### src/rtl/wdog_guard.sv
`timescale 1ns/1ps
module wdog_guard #(
  parameter int BASE_EXP = 11,
  parameter int NUM_SEL  = 10,
  parameter int WIN_LEN  = 4
) (
  input  logic       clk,
  input  logic       rst_n,
  input  logic       tick,
  input  logic       kick,
  input  logic       fuse_lock,
  input  logic       wr_en,
  input  logic       wr_chg,
  input  logic       wr_rst_en,
  input  logic       wr_irq_en,
  input  logic [3:0] wr_sel,
  input  logic       wr_flag_clr,
  output logic       irq,
  output logic       irq_flag,
  output logic       sys_rst,
  output logic       cfg_rst_en,
  output logic       cfg_irq_en,
  output logic [3:0] cfg_sel
);
  localparam int CW       = BASE_EXP + NUM_SEL;
  localparam int WW       = $clog2(WIN_LEN + 1);
  localparam int MAX_CODE = NUM_SEL - 1;
  localparam logic [CW-1:0] ONE = CW'(1);

  logic [CW-1:0] cnt_q;
  logic [3:0]    sel_q;
  logic [WW-1:0] win_q;
  logic          rst_en_q, irq_en_q, flag_q, irq_q, srst_q;

  wire           win_open  = (win_q != '0);
  wire           rst_eff   = rst_en_q | fuse_lock;
  wire           irq_eff   = irq_en_q & ~fuse_lock;
  wire [3:0]     code      = (32'(sel_q) > MAX_CODE) ? 4'(MAX_CODE) : sel_q;
  wire [CW-1:0]  last_cnt  = (ONE << (BASE_EXP + 32'(code))) - ONE;
  wire           expire    = tick & ~kick & (cnt_q >= last_cnt);
  wire           unlock_wr = wr_en & wr_chg & wr_rst_en;
  wire           cfg_wr    = wr_en & ~wr_chg & win_open;

  always_ff @(posedge clk or negedge rst_n) begin
    if (!rst_n) begin
      cnt_q    <= '0;
      sel_q    <= '0;
      win_q    <= '0;
      rst_en_q <= 1'b0;
      irq_en_q <= 1'b0;
      flag_q   <= 1'b0;
      irq_q    <= 1'b0;
      srst_q   <= 1'b0;
    end else begin
      irq_q  <= 1'b0;
      srst_q <= 1'b0;

      if (kick || expire)  cnt_q <= '0;
      else if (tick)       cnt_q <= cnt_q + ONE;

      if (unlock_wr)       win_q <= WW'(WIN_LEN);
      else if (cfg_wr)     win_q <= '0;
      else if (win_open)   win_q <= win_q - 1'b1;

      if (wr_en) begin
        irq_en_q <= wr_irq_en;
        if (wr_rst_en)     rst_en_q <= 1'b1;
        else if (cfg_wr)   rst_en_q <= 1'b0;
        if (cfg_wr)        sel_q <= wr_sel;
        if (wr_flag_clr)   flag_q <= 1'b0;
      end

      if (expire) begin
        if (irq_eff) begin
          flag_q <= 1'b1;
          irq_q  <= 1'b1;
          if (rst_eff) irq_en_q <= 1'b0;
        end else if (rst_eff) begin
          srst_q <= 1'b1;
        end
      end
    end
  end

  assign irq        = irq_q;
  assign irq_flag   = flag_q;
  assign sys_rst    = srst_q;
  assign cfg_rst_en = rst_eff;
  assign cfg_irq_en = irq_eff;
  assign cfg_sel    = sel_q;

  assert_rst_pulse_R5: assert property (@(posedge clk) disable iff (!rst_n)
    sys_rst |=> !sys_rst);
  assert_excl_R4: assert property (@(posedge clk) disable iff (!rst_n)
    !(irq && sys_rst));
  assert_kick_quiet_R3: assert property (@(posedge clk) disable iff (!rst_n)
    kick |=> (!irq && !sys_rst));
  assert_escalate_R6: assert property (@(posedge clk) disable iff (!rst_n)
    (irq && $past(rst_eff)) |-> !cfg_irq_en);
  assert_fuse_R11: assert property (@(posedge clk) disable iff (!rst_n)
    (fuse_lock && $past(fuse_lock)) |-> !irq);
  assert_sel_guard_R9: assert property (@(posedge clk) disable iff (!rst_n)
    !$stable(sel_q) |-> $past(win_open));
  assert_clear_guard_R10: assert property (@(posedge clk) disable iff (!rst_n)
    $fell(rst_en_q) |-> $past(win_open));
endmodule

### config.mk
export PLATFORM = sky130hd
export DESIGN_NAME = wdog_guard
export DESIGN_NICKNAME = d
export VERILOG_FILES = /design/src/rtl/wdog_guard.sv
export SDC_FILE = /design/constraint.sdc
export NUM_CORES = 1
export LEC_CHECK = 0
export ABC_CLOCK_PERIOD_IN_PS = 7400
export BUFFER_PORTS_ARGS = -buffer_cell sky130_fd_sc_hd__buf_2
export CAP_MARGIN = 20
export CORE_ASPECT_RATIO = 1.4
export CORE_MARGIN = 1.5
export CORE_UTILIZATION = 32
export DETAILED_ROUTE_END_ITERATION = 10
export GPL_TIMING_DRIVEN = 0
export SYNTH_ARGS = -nofsm -noshare
export SYNTH_HDL_FRONTEND = slang
export SYNTH_SLANG_ARGS = --single-unit
### constraint.sdc
create_clock -name clk -period 7.4 [get_ports clk]
set_input_delay 0.37 -clock clk [delete_from_list [all_inputs] [get_ports clk]]
set_output_delay 0.37 -clock clk [all_outputs]
set_load 0.01 [all_outputs]
After elaboration in Yosys (flattened, before gate mapping) --
Index checks and enable logic that the tools add are counted.
Storage, ports and cells: register bits after elaboration 33, bits in latches 0, RAM bits 0, bits in read-only memories 0, input port bits 14, logic and storage cells 54, memories 0
Operators by class: add/sub/neg operators 4, multiply operators 0, div/mod/pow operators 0, magnitude comparators 2, equality and inequality tests 0, shifts and indexed selects 1, mux-type cells 21, bitwise gates (word level) 11, reduce and logical (&&, ||, !) cells 7
Operator list (number):
- 21-bit 2-to-1 mux | 2
- 21-bit by 1-bit adder with 21-bit output, second input constant | 1
- 21-bit greater-or-equal comparator | 1
- 1-bit by 5-bit << shifter with 21-bit output, first input constant | 1
- 21-bit by 1-bit subtractor with 21-bit output, second input constant | 1
- 1-bit 2-to-1 mux | 15
- 3-bit 2-to-1 mux | 3
- 1-bit AND | 7
- 3-bit nonzero test | 2
- 4-bit by 4-bit adder with 5-bit output, first input constant | 1
- 4-bit > comparator, second input constant | 1
- 4-bit 2-to-1 mux | 1
- 2-bit AND reduction | 2
- 2-bit nonzero test | 2
- 1-bit NOT | 3
- 3-bit by 1-bit subtractor with 3-bit output, second input constant | 1
- 1-bit logical OR | 1
- 1-bit bitwise OR | 1

Logic depth before layout (Yosys ltp) --
Gate-level depths: netlist of the first run.
depth after elaboration 9, gate-level depth with buffers 20, gate-level depth less buffers 16

Least setup slack after synthesis of the first run --
No wires, ideal clock.
path kind flip-flop to flip-flop, start register sel_q[1], in the netlist cfg_sel[1], end register cnt_q[11], library setup time 0.119 ns, data arrival time 4.203 ns, required time 7.281 ns, setup slack 3.078 ns, stages on the path, launching flop included 21, path buffers 4, period minus slack after synthesis 4.322 ns, path through dfrtp_1 -> buf_2 -> or2_1 -> clkbuf_1 -> a21oi_1 -> ha_1 -> clkbuf_1 -> nand2_1 -> a2bb2oi_1 -> o221ai_1 -> a21oi_1 -> mux2_2 -> a22oi_1 -> ha_1 -> nand4_1 -> or3_4 -> nor3_4 -> a31oi_4 -> a31oi_4 -> buf_6 -> nor2_2
Between the ends: longest elaborated chain between the ends 9, elaborated cells on any way between the ends 10, classes of those cells add/sub (2); order compare (2); shift (1); mux (2); bitwise (1); reduce/logical (2)
RTL lines:
- start, declared | RTL line 31 | logic [3:0] sel_q;
- start signal, assigned | RTL line 69 | if (cfg_wr) sel_q <= wr_sel;
- 4-bit > comparator | RTL line 38 | wire [3:0] code = (32'(sel_q) > MAX_CODE) ? 4'(MAX_CODE) : sel_q;
- 4-bit 2-to-1 mux * | RTL line 38
- 4-bit by 4-bit adder with 5-bit output * | RTL line 39 | wire [CW-1:0] last_cnt = (ONE << (BASE_EXP + 32'(code))) - ONE;
- 1-bit by 5-bit << shifter with 21-bit output * | RTL line 39
- 21-bit by 1-bit subtractor with 21-bit output * | RTL line 39
- 21-bit greater-or-equal comparator * | RTL line 40 | wire expire = tick & ~kick & (cnt_q >= last_cnt);
- 1-bit AND * | RTL line 40
- 1-bit logical OR * | RTL line 58 | if (kick || expire) cnt_q <= '0;
- 21-bit 2-to-1 mux / 2-bit nonzero test (equally long branches)
- end signal, assigned | RTL line 59 | else if (tick) cnt_q <= cnt_q + ONE;
- end, declared | RTL line 30 | logic [CW-1:0] cnt_q;
Mark *: on every way between the ends. The rest lies on a longest branch, timed or not. A chain may end at the register's enable or synchronous reset.

Worst setup path after layout of the first run --
start register sel_q[1], in the netlist cfg_sel[1], end register cnt_q[12]
The elaborated chain is that of the path after synthesis.

==> summary.txt, run 1 <==
Core area -> 7700 µm²
Hold buffer count at cts -> 0
CP max FO -> 10
First-pass GRT wire length -> 9490 µm
1st-pass router iterations -> 4
Clock transition at path regs -> 0.07 ns
Final setup vio count -> 0
Routed via count -> 2122
Share of the synthesized area in the top cell type -> 32.9%
Synthesized area -> 2510 µm²
Pins over their slew limit -> 0
Status -> finished, final reports clean
Setup TNS -> 0 ns
Vias in the first global route -> 2110
Synth warnings -> 0
Cell count after placement -> 414
Diode count -> 0
CP Class -> flip-flop to flip-flop
Antenna-violating nets left -> 0
Critical path capture point type -> flip-flop
DR WL/cell -> 12.6 µm
Std cell rows -> 38
CTS resizes -> 0
Grt ovf -> 0
GR Util All Layers -> 13.9%
Fin area -> 2860 µm²
Syn Inst Count -> 290
Final net count -> 362
H-tree depth -> 2
1st-iter DRT viols -> 89
DRC -> 0
Clock sink count -> 33
RSZ-0062 raised after global routing -> false
Yosys cell types -> 46
Max IR drop VDD -> 125 µV
Worst EP required -> 7.56 ns
Number of vias per cell -> 5.04
Hpwl dp -> 4190 µm
Final Hold Viols -> 0
Cell leakage power -> 0.00134 µW
Starting Density -> 32.6%
Largest cells by area after synthesis -> dfrtp_1 (33%), ha_1 (13%), nand2_1 (4.9%), xor2_1 (4.2%), nor2_1 (4.0%)
Pre-CTS WS -> 2.37 ns
CP max stage cell -> or3_4
CP arrival -> 5.29 ns
Worst setup margin -> 2.27 ns
Most used DFF post-synth -> dfrtp_1
Measured slew at the worst slew-check pin -> 0.727 ns
Yosys reg bits -> 33
Antenna violations before repair -> 0
Clock root cell -> clkbuf_8
Crit start category -> flip-flop
Achievable Freq -> 195 MHz
Min Tclk post-route -> 5.13 ns
Final Wtd Congestion -> 0.824
PortBufs -> 20
Period utilization -> 69.4%
Sequential fraction of the synthesis area -> 32.9%
Die area -> 8400 µm²
Area of placed instances -> 2750 µm²
Area delta synth->final -> 13.7%
Io pins -> 23
Share of cells above drive strength 1 -> 15.9%
Critical-path cell list -> buf_2 -> or2_1 -> clkbuf_1 -> a21oi_1 -> ha_1 -> clkbuf_1 -> nand2_1 -> a21oi_1 -> o221ai_1 -> a21oi_1 -> mux2_2 -> a22oi_1 -> ha_1 -> nand4_1 -> or3_4 -> nor3_4 -> a31oi_4 -> a31oi_4 -> buf_6 -> nor2_2
Most used cell along the critical path -> a21oi_1
Async set or reset register ratio after synthesis -> 100%
TritonCTS clock tree -> built
Clk_skew -> 0.00925 ns
Die height -> 108 µm
Max Cap Viol -> 0
Crit path buf inv count -> 4
Post-route insts no fill -> 421
EDFF count, synth -> 0
# Post-CTS Setup Buffers -> 0
Max incr delay on CP -> 0.43 ns
Min-Delay Path Class -> primary input to async pin
Clock latency on the worst-skew pair -> 0.28 ns
CTS buffer count -> 5
Synth top cells by count -> dfrtp_1 (33), nand2_1 (33), ha_1 (27), nor2_1 (27), a21oi_1 (20)
Clock Path Buffers -> 2
Rel. slew slack -> 51.5%
Final hold slack -> 0.153 ns
Final wirelength -> 5300 µm
Power Dens Cells -> 267 nW/µm²
Mean post-synth cell area -> 8.67 µm²
Pin count of the biggest net entering global routing -> 34
Delay-heaviest family, CP -> compound AO/OA/AOI/OAI gates
Area leader, netlist -> dfrtp_1
Chip width -> 77.9 µm
## metrics by stage
stage,utilization [%],total power [µW]
after CTS,37.1,765
after floorplan,-,512
final,37.1,762
after detailed placement,35.8,601
after global placement,35.8,592
after global routing,37.1,837
## registers in the layout, indices dropped and copies added, names as in the netlist
name	count
irq_flag	1
irq_en_q	1
win_q	3
irq	1
cnt_q	21
cfg_sel	4
rst_en_q	1
sys_rst	1
## kinds of logic (layout without fill, tap and decap cells)
family	Yosys count	after routing	synth area share, %
xor gates and xnor gates	21	21	7.32
AOI/OAI and AO/OA	58	58	15.5
muxes	7	7	3.09
adders and majority gates	27	27	13.4
buffers and inverters	24	51	3.93
DFF	33	33	32.9
and+or+nand+nor	118	118	23.5
other	2	6	0.299
## final timing paths
| check | from | endpoint | slack, ns | cells past startpoint |
|---|---|---|---|---|
| max | cfg_sel[1] | cnt_q[12] | 2.27 | 20 |
| min | rst_n | cnt_q[7] | 0.15 | 1 |
| max reg2reg | cfg_sel[1] | cnt_q[12] | 2.27 | 20 |
| min reg2reg | irq_flag | irq_flag | 0.50 | 1 |
| max in group asynchronous | rst_n | cnt_q[14] | 6.78 | 1 |
| min in group clk | wr_rst_en | win_q[0] | 0.31 | 2 |
## cell usage in the layout (no fill, tap or decap), drive strengths merged, types with 2 or more instances in the layout
master	Yosys	layout
and3	9	9
o211ai	3	3
mux2	6	6
nor2	37	37
nand2	33	33
a211oi	2	2
nand4	3	3
buf	2	22
o22ai	2	2
nand3	6	6
or3	2	2
or2	2	2
nor3b	2	2
conb	2	6
a31oi	5	5
nand2b	4	4
o21a	3	3
dfrtp	33	33
xor2	12	12
inv	11	11
nor2b	9	9
clkbuf	11	16
ha	27	27
nor3	8	8
o21ai	13	13
a21oi	20	20
xnor2	9	9
and2	2	2
## where the power goes
group          internal [µW]  leakage (µW)  total, µW  switching, µW
logic                    150      0.000847        383            233
clock network           97.8     0.0000540        161           63.4
registers                202      0.000441        217           15.3
total                    450       0.00134        762            312
## cell type report
class | instances | area, µm²
repair buffers | 20 | 100
well taps | 100 | 125
multi-input cells | 237 | 1600
clock buffers | 5 | 68.8
flip-flops and latches | 33 | 826
clock inverters | 2 | 35.0
inverters | 11 | 41.3
plain buffers | 13 | 57.6
fillers | 828 | 4840
## routing by layer
metal	global-route usage, %	part of all wire, %
met1	16.0	43
met2	25.8	52
met3	1.69	2.6
met4	5.61	2.8
met5	0	0
Note: power is estimated with default switching activity, not from simulation.
==> run 2: changes to the inputs <==
--- a/config.mk
+++ b/config.mk
@@ -5,7 +5,7 @@
 export SDC_FILE = /design/constraint.sdc
 export NUM_CORES = 1
 export LEC_CHECK = 0
-export ABC_CLOCK_PERIOD_IN_PS = 7400
+export ABC_CLOCK_PERIOD_IN_PS = 4600
 export BUFFER_PORTS_ARGS = -buffer_cell sky130_fd_sc_hd__buf_2
 export CAP_MARGIN = 20
 export CORE_ASPECT_RATIO = 1.4
==> constraint.sdc (replaced) <==
create_clock -name clk -period 4.6 [get_ports clk]
set_input_delay 0.23 -clock clk [delete_from_list [all_inputs] [get_ports clk]]
set_output_delay 0.23 -clock clk [all_outputs]
set_load 0.01 [all_outputs]
==> run 2 against run 1 <==
Effect of this change: total power up 68%; die area unchanged; via count down 0.80%; combinational power up 74%; largest power group unchanged.
==> summary.txt, run 2 (synthesized netlist as in run 1, its figures left out) <==
Status -> finished, final reports clean
CP Class -> flip-flop to flip-flop
Total power -> 1280 µW (+68%)
Die height -> 108 µm (unchanged)
Clock transition at path regs -> 0.07 ns (about the same)
Max reg flops -> 21 (unchanged)
Rel. slew slack -> 51.5% (about the same)
Chip width -> 77.9 µm (unchanged)
Routed via count -> 2105 (-0.80%)
TritonCTS clock tree -> built
Starting Density -> 32.6% (unchanged)
Grt ovf -> 0 (unchanged)
Final Hold Viols -> 0 (unchanged)
Core area -> 7700 µm² (unchanged)
Clk_skew -> 0.00937 ns (+0.000123 ns)
Cell leakage power -> 0.00136 µW (+1.5%)
Area delta synth->final -> 16.1%
Diode count -> 0 (unchanged)
CP max FO -> 10 (unchanged)
Measured slew at the worst slew-check pin -> 0.727 ns (+0.000289 ns)
Final net count -> 363 (+0.28%)
Clock Path Buffers -> 2 (unchanged)
PortBufs -> 20 (unchanged)
Clock sink count -> 33 (unchanged)
Antenna violations before repair -> 0 (unchanged)
Max IR drop VDD -> 236 µV (+89%)
Min-Delay Path Class -> primary input to async pin
RR Endpoint -> cnt_q[12]
Hpwl dp -> 4190 µm (unchanged)
Std cell rows -> 38 (unchanged)
Final wirelength -> 5350 µm (+0.83%)
Clock latency on the worst-skew pair -> 0.28 ns (about the same)
Pins over their slew limit -> 0 (unchanged)
Critical path capture point type -> flip-flop
Share of cells above drive strength 1 -> 19.6% (+3.7 points)
Power Dens Cells -> 438 nW/µm² (+64%)
R2R setup slack -> 0.22 ns (-2.05 ns)
Period utilization -> 95.3% (+26 points)
CP arrival -> 4.55 ns (-0.74 ns)
Pin count of the biggest net entering global routing -> 34 (unchanged)
Final setup vio count -> 0 (unchanged)
DRC -> 0 (unchanged)
Io pins -> 23 (unchanged)
1st-pass router iterations -> 4 (unchanged)
First-pass GRT wire length -> 9470 µm (-0.22%)
Die area -> 8400 µm² (unchanged)
Largest Register -> cnt_q
Vias in the first global route -> 2095 (-0.71%)
Number of vias per cell -> 4.99 (-1.0%)
Max Cap Viol -> 0 (unchanged)
Commonest cells after routing, fill and taps aside -> dfrtp_1 (33), nand2_1 (32), nor2_1 (27), ha_1 (26), buf_2 (21)
Achievable Freq -> 228 MHz (+17%)
Post-layout util -> 37.9% (+0.78 points)
DR WL/cell -> 12.7 µm (+0.59%)
Clock root cell -> clkbuf_8
GR Util All Layers -> 13.9% (-0.018 points)
Worst EP required -> 4.76 ns (-2.80 ns)
Final Wtd Congestion -> 0.824 (unchanged)
Min Tclk post-route -> 4.38 ns (-0.747 ns)
FF-to-FF Start -> cfg_sel[1]
H-tree depth -> 2 (unchanged)
Crit start category -> flip-flop
Setup TNS -> 0 ns (unchanged)
R2R cell count -> 18 (-10%)
Antenna-violating nets left -> 0 (unchanged)
CTS buffer count -> 5 (unchanged)
1st-iter DRT viols -> 67 (-25%)
Commonest non-fill, non-tap cell in the layout -> dfrtp_1
-- run 2: cell types whose count changed in the layout (fill, tap and decap cells not counted), sizes merged --
| cell | change |
|---|---|
| clkbuf | -2 |
| buf | +3 |
-- run 2: how the worst max path moves through the flow --
stage,start,to,slack [ns]
2_1_floorplan,cfg_sel[1],cnt_q[11],0.28
3_3_place_gp,cfg_sel[1],cnt_q[6],-0.40
3_5_place_dp,cfg_sel[1],cnt_q[8],-0.43
4_1_cts,cfg_sel[2],cnt_q[12],0.07
5_1_grt,cfg_sel[2],cnt_q[9],-0.03
6_report,cfg_sel[1],cnt_q[12],0.22
-- run 2: per-layer routing --
layer	wire length, µm	global-route usage, %	vias up
met3	74	1.69	10
met2	2840	26.0	21
met4	118	5.48	0
li1	-	-	1065
met5	0	0	-
met1	2310	15.8	1009
-- run 2: cell type report --
cell class	instances	area, µm²
fillers	831	4780
multi-input cells	237	1640
flip-flops and latches	33	826
well taps	100	125
repair buffers	23	123
clock buffers	5	68.8
plain buffers	11	56.3
inverters	11	41.3
clock inverters	2	35.0
-- run 2: critical path, cell delays in order (launching register included) --
cell and delay (ns):
dfrtp_1 0.37, buf_2 0.19, or2_4 0.29, a21oi_2 0.15
ha_2 0.35, nand2_2 0.15, a2bb2oi_2 0.17, o221ai_2 0.14
a21oi_2 0.16, mux2_2 0.34, a22oi_1 0.19, ha_1 0.20
nand4_1 0.15, or3_4 0.43, nor3_4 0.30, a221oi_4 0.16
a31oi_4 0.27, buf_8 0.19, nor2_2 0.05
-- run 2: what timing repair did --
action | CTS | global route
hold buffers | 0 | 0
pin swaps | 4 | 4
buffers inserted | 3 | 0
resized for setup | 4 | 9
endpoints found under the hold margin | 0 | 0
setup endpoints to repair | 24 | 19
-- run 2: metrics by stage --
stage          instance area [µm²]  setup slack (ns)  hold WS (ns)  cells
2_1_floorplan                 2530             0.278       -0.0656    294
3_3_place_gp                  2750            -0.398         0.339    414
3_5_place_dp                  2750            -0.431         0.341    414
4_1_cts                       2890            0.0662        0.0419    422
5_1_grt                       2920           -0.0291        0.0801    422
6_report                      2920             0.215        0.0122    422
-- run 2: power by group --
| part | switching [µW] | internal (µW) |
|---|---|---|
| combinational | 394 | 272 |
| sequential | 25.9 | 325 |
| clock | 103 | 157 |
| total | 522 | 755 |
